--- src/rtl/atapi_mix_pkg.sv ---
package atapi_mix_pkg;

  localparam int SEL_W = 2;

  // Per-output source selection; the encoding matches the code fields
  typedef enum logic [SEL_W-1:0] {
    SRC_ZERO  = 2'b00,
    SRC_RIGHT = 2'b01,
    SRC_LEFT  = 2'b10,
    SRC_MEAN  = 2'b11
  } srcSel_e;

  // Strobes handed from control to datapath
  typedef struct packed {
    logic    load;
    logic    tied;
    srcSel_e selA;
    srcSel_e selB;
  } mixCtrl_t;

endpackage

--- src/rtl/atapi_mix_ctrl.sv ---
module atapi_mix_ctrl
  import atapi_mix_pkg::*;
#(
  parameter int CODE_W = 5
) (
  input  logic              inValid,
  input  logic [CODE_W-1:0] mixCode,
  input  logic              muteA,
  input  logic              muteB,
  output mixCtrl_t          ctrl
);

  localparam int TIE_BIT = CODE_W - 1;
  localparam int A_LSB   = 2 * SEL_W - 2;
  localparam int B_LSB   = 0;

  srcSel_e rawA;
  srcSel_e rawB;

  always_comb begin
    rawA = srcSel_e'(mixCode[A_LSB +: SEL_W]);
    rawB = srcSel_e'(mixCode[B_LSB +: SEL_W]);
    ctrl.load = inValid;
    ctrl.tied = mixCode[TIE_BIT];
    // A mute overrides whatever source the code selects
    ctrl.selA = muteA ? SRC_ZERO : rawA;
    ctrl.selB = muteB ? SRC_ZERO : rawB;
  end

endmodule

--- src/rtl/atapi_mix_datapath.sv ---
module atapi_mix_datapath
  import atapi_mix_pkg::*;
#(
  parameter int SAMPLE_W = 24,
  parameter int NUM_OUT  = 2
) (
  input  logic                clk,
  input  logic                rstN,
  input  mixCtrl_t            ctrl,
  input  logic [SAMPLE_W-1:0] inLeft,
  input  logic [SAMPLE_W-1:0] inRight,
  output logic                outValid,
  output logic                outTied,
  output logic [SAMPLE_W-1:0] outCh [NUM_OUT]
);

  localparam int SUM_W = SAMPLE_W + 1;

  logic [SUM_W-1:0]    sumFull;
  logic [SAMPLE_W-1:0] meanVal;
  srcSel_e             chanSel [NUM_OUT];

  // Sign-extended sum cannot wrap; dropping bit 0 is a floor halving
  always_comb begin
    sumFull = {inLeft[SAMPLE_W-1], inLeft} + {inRight[SAMPLE_W-1], inRight};
    meanVal = sumFull[SUM_W-1:1];
  end

  assign chanSel[0] = ctrl.selA;
  assign chanSel[1] = ctrl.selB;

  for (genvar ch = 0; ch < NUM_OUT; ch++) begin : g_chan
    logic [SAMPLE_W-1:0] nextVal;
    logic [SAMPLE_W-1:0] holdVal;

    always_comb begin
      unique case (chanSel[ch])
        SRC_RIGHT: nextVal = inRight;
        SRC_LEFT:  nextVal = inLeft;
        SRC_MEAN:  nextVal = meanVal;
        default:   nextVal = '0;
      endcase
    end

    always_ff @(posedge clk) begin
      if (!rstN)          holdVal <= '0;
      else if (ctrl.load) holdVal <= nextVal;
    end

    assign outCh[ch] = holdVal;
  end

  always_ff @(posedge clk) begin
    if (!rstN) begin
      outValid <= 1'b0;
      outTied  <= 1'b0;
    end else begin
      outValid <= ctrl.load;
      if (ctrl.load) outTied <= ctrl.tied;
    end
  end

endmodule

--- src/rtl/atapi_mix.sv ---
module atapi_mix
  import atapi_mix_pkg::*;
#(
  parameter int SAMPLE_W = 24,
  parameter int CODE_W   = 5
) (
  input  logic                clk,
  input  logic                rstN,
  input  logic                inValid,
  input  logic [SAMPLE_W-1:0] inLeft,
  input  logic [SAMPLE_W-1:0] inRight,
  input  logic [CODE_W-1:0]   mixCode,
  input  logic                muteA,
  input  logic                muteB,
  output logic                outValid,
  output logic [SAMPLE_W-1:0] outA,
  output logic [SAMPLE_W-1:0] outB,
  output logic                outGainTied
);

  localparam int NUM_OUT = 2;

  mixCtrl_t            ctrl;
  logic [SAMPLE_W-1:0] outCh [NUM_OUT];

  atapi_mix_ctrl #(.CODE_W(CODE_W)) u_ctrl (
    .inValid (inValid),
    .mixCode (mixCode),
    .muteA   (muteA),
    .muteB   (muteB),
    .ctrl    (ctrl)
  );

  atapi_mix_datapath #(.SAMPLE_W(SAMPLE_W), .NUM_OUT(NUM_OUT)) u_dp (
    .clk      (clk),
    .rstN     (rstN),
    .ctrl     (ctrl),
    .inLeft   (inLeft),
    .inRight  (inRight),
    .outValid (outValid),
    .outTied  (outGainTied),
    .outCh    (outCh)
  );

  assign outA = outCh[0];
  assign outB = outCh[1];

endmodule

--- config.mk ---
export PLATFORM = sky130hd
export DESIGN_NAME = atapi_mix
export DESIGN_NICKNAME = d
export VERILOG_FILES = /design/src/rtl/atapi_mix_pkg.sv /design/src/rtl/atapi_mix_ctrl.sv /design/src/rtl/atapi_mix_datapath.sv /design/src/rtl/atapi_mix.sv
export SDC_FILE = /design/constraint.sdc
export NUM_CORES = 1
export LEC_CHECK = 0
export BUFFER_PORTS_ARGS = -buffer_cell sky130_fd_sc_hd__buf_4
export CORE_ASPECT_RATIO = 0.7
export CORE_MARGIN = 5
export CORE_UTILIZATION = 54
export CTS_CLUSTER_SIZE = 10
export DETAILED_ROUTE_END_ITERATION = 10
export GPL_TIMING_DRIVEN = 0
export PLACE_DENSITY = 0.86
export SLEW_MARGIN = 20
export SYNTH_ARGS = -nofsm -noshare
export SYNTH_HDL_FRONTEND = slang
export SYNTH_SLANG_ARGS = --single-unit
--- constraint.sdc ---
create_clock -name clk -period 2.25 [get_ports clk]
set_input_delay 0.1125 -clock clk [delete_from_list [all_inputs] [get_ports clk]]
set_output_delay 0.1125 -clock clk [all_outputs]
set_load 0.01 [all_outputs]
==> flow_metrics.py <==
metrics = {
    "global_route": {
        "grt_overflow": 0,
        "antenna_found_initial": 0,
        "grt_max_degree": 16,
        "grtUsageTotal_pct": 33.3,
        "grt_first_pass_wirelength_um": 25400,
        "grt_pass1_vias": 4719,
    },
    "synth": {
        "synth_cell_type_count": 65,
        "ys_ff_latch": 50,
        "post-synth-top-area-cell": "dfxtp_1",
        "syn_nets": 612,
        "synth.area.top_cells": "dfxtp_1 (24%), ha_1 (7.0%), o21ai_0 (6.2%)",
        "syn_area_um2": 4110,
        "seq_area_frac_synth_pct": 24.4,
        "async_flop_share_pct": 0,
        "synth_flop_cell": "dfxtp_1",
        "synth_top_area_share_pct": 24.4,
        "synth.avg_cell_area_um2": 7.75,
        "synth_edf_count": 0,
        "yosysMostFrequentCell": "nand2_1",
        "yosysWarnings": 0,
        "synthTopCellsByCount": "nand2_1 (54), o21ai_0 (51), dfxtp_1 (50), a21oi_1 (40), nor2_1 (40)",
        "synth_cells": 530,
    },
    "timing": {
        "layout_min_cycle_time_ps": 2230,
        "final-setup-viol-count": 0,
        "hold_viol": 0,
        "fmax_mhz": 449,
        "worstMarginPinSlew_ps": 969,
        "finalCritPeriodShare_pct": 98.9,
        "maxSlewViolCount": 0,
        "clock_skew_ps": 0,
        "timing.slew.headroom_pct": 35.1,
        "fin_setup_tns_ps": 0,
    },
    "worst_setup_path": {
        "cp_max_fo": 3,
        "path_cells": "buf_4 -> inv_1 -> fa_1 -> or2b_2 -> a21oi_1 -> o211ai_1 -> a211oi_1 -> o21ai_0 -> nand3_1 -> a21oi_1",
        "cp_top_family": "compound AO/OA/AOI/OAI gates",
        "slowest_stage": "fa_1",
        "worst_setup_path_end_kind": "flop",
        "path_class": "in2reg",
        "worstPathRequired_ps": 2460,
        "cp-start-kind": "input port",
        "crit_arrival_ps": 2430,
        "slowest_delay_ps": 460,
        "cp_num_buf_inv": 2,
        "r2r_slack_ps": 940,
        "crit_top_cell": "a21oi_1",
    },
    "clocking": {
        "cts-htree-levels": 2,
        "clk_pin_slew_worst_paths_ps": 100,
        "numCtsBuffers": 5,
        "clock_path_buffers": 2,
        "clockRootBuffer": "clkbuf_8",
        "cts_tree": "built",
        "cts_num_sinks": 50,
        "clock_latency_ps": 320,
    },
    "finish": {
        "finish.utilization_pct": 70.2,
        "final_cells": 742,
        "fillers": 612,
        "final_area_um2": 5160,
        "syn_to_final_growth_pct": 25.6,
        "antennaDiodeCount": 0,
        "nNetsFinal": 725,
        "drive_gt1_share_pct": 23.4,
    },
    "placement": {
        "dpl-instance-area_um2": 5020,
        "io_buffers": 105,
        "gp_congestion": 0.980,
        "dp.cells": 733,
        "hpwlAfterDp_um": 12200,
    },
    "pwr": {
        "max-vdd-ir-drop_mv": 0.399,
        "p_leak_nw": 2.15,
        "p_per_area_nw_per_um2": 484,
    },
    "routing": {
        "via_count": 4998,
        "finalWirelength_um": 16300,
        "drt-pass1-iter-count": 9,
        "drc": 0,
        "first_iter_violations": 700,
        "routed_via_density": 6.74,
        "routedWlPerCell_um": 21.9,
        "ant_nets": 0,
    },
    "floorplanning": {
        "rows": 26,
        "core_um2": 7350,
        "die_x_um": 114,
        "dieArea_um2": 9480,
        "ioPinCount": 108,
        "die_h_um": 83.0,
        "start_util_pct": 55.9,
    },
    "run": {
        "max-cap-violations": 0,
    },
    "run_status": {
        "status": "completed",
    },
    "hold_path": {
        "min_path_type": "in2reg",
    },
}
[cell families (layout without fill, tap and decap cells)]
| family | Yosys count | after routing | synth area share (%) |
|---|---|---|---|
| buffers and inverters | 42 | 156 | 5.54 |
| flip-flops | 50 | 50 | 24.4 |
| multiplexers | 9 | 9 | 2.41 |
| AO/OA/AOI/OAI | 206 | 206 | 34.1 |
| AND/OR/NAND/NOR | 186 | 186 | 23.3 |
| XOR/XNOR | 13 | 13 | 2.77 |
| adder cells (fa/ha/maj) | 24 | 24 | 7.49 |
[final timing paths]
| path | start | end | depth (start not counted) |
|---|---|---|---|
| worst max-delay path | inLeft[1] | u_dp.g_chan[1].holdVal[19] | 10 |
| worst min-delay path | mixCode[4] | u_dp.outTied | 3 |
| worst max register to register | u_dp.g_chan[0].holdVal[14] | u_dp.g_chan[0].holdVal[14] | 4 |
| worst min register to register | u_dp.g_chan[0].holdVal[4] | u_dp.g_chan[0].holdVal[4] | 2 |
[final cells by class]
| class | count | area, um^2 | area share [%] |
|---|---|---|---|
| Tap cell | 98 | 123 | 2.38 |
| Clock buffer | 6 | 72.6 | 1.41 |
| Inverter | 10 | 37.5 | 0.727 |
| Multi-Input combinational cell | 438 | 2900 | 56.3 |
| Sequential cell | 50 | 1000 | 19.4 |
| Timing Repair Buffer | 106 | 796 | 15.4 |
| Buffer | 32 | 190 | 3.68 |
| Clock inverter | 2 | 37.5 | 0.727 |
[stage by stage]
stage / worst slack, ps / hold WS (ps) / total power, mW
after global routing: -14.8 / 30.7 / 2.60
final: 24.9 / 26.1 / 2.50
after CTS: 38.7 / 27.0 / 2.45
after floorplan: 230 / 260 / 1.47
after global placement: -274 / 348 / 1.77
after detailed placement: -290 / 369 / 1.79
[timing repair]
action / 4_1_cts / 5_1_grt
setup buffers: 0 / 1
hold buffers: 0 / 0
resized for setup: 0 / 5
hold endpoints to repair: 0 / 0
setup endpoints to repair: 0 / 12
[power breakdown]
part	total [mW]	switching, mW	internal (mW)	leakage (nW)
clock	0.674	0.341	0.333	0.0514
combinational	0.904	0.542	0.363	1.70
sequential	0.918	0.0119	0.906	0.405
total	2.50	0.895	1.60	2.15
[placed cells by master (no fill, tap or decap), types with 5 or more instances in the layout]
cell and count:
xnor2_1 9, or3_1 8, clkbuf_1 18, nand4_1 7
nor2b_1 28, nand2_1 54, ha_1 23, o211ai_1 11
buf_4 108, dfxtp_1 50, a211oi_1 5, a21o_1 11
o21ai_0 51, clkbuf_8 10, nor2_1 40, a22oi_1 15
inv_1 10, mux2_2 7, a22o_1 6, a21oi_1 38
a221oi_1 23, nand3_1 17, a222oi_1 5
[metal layers]
layer	up-vias	wire, um	track usage (%)
met5	-	0	0
met4	0	356	9.17
met3	46	2330	7.78
met2	383	6590	47.4
met1	2328	7000	49.6
li1	2241	-	-
[state kept, by name, summed over array words and instances (netlist names)]
register	cells
u_dp.outTied	1
u_dp.outValid	1
u_dp.g_chan.holdVal	48
[worst register-to-register path, cell delays in order, from the launching register on]
cell      delay [ps]
dfxtp_1          330
nor2b_1          200
o21ai_0          140
or4_1            450
o211ai_1         110
Note: power is estimated with default switching activity, not from simulation.
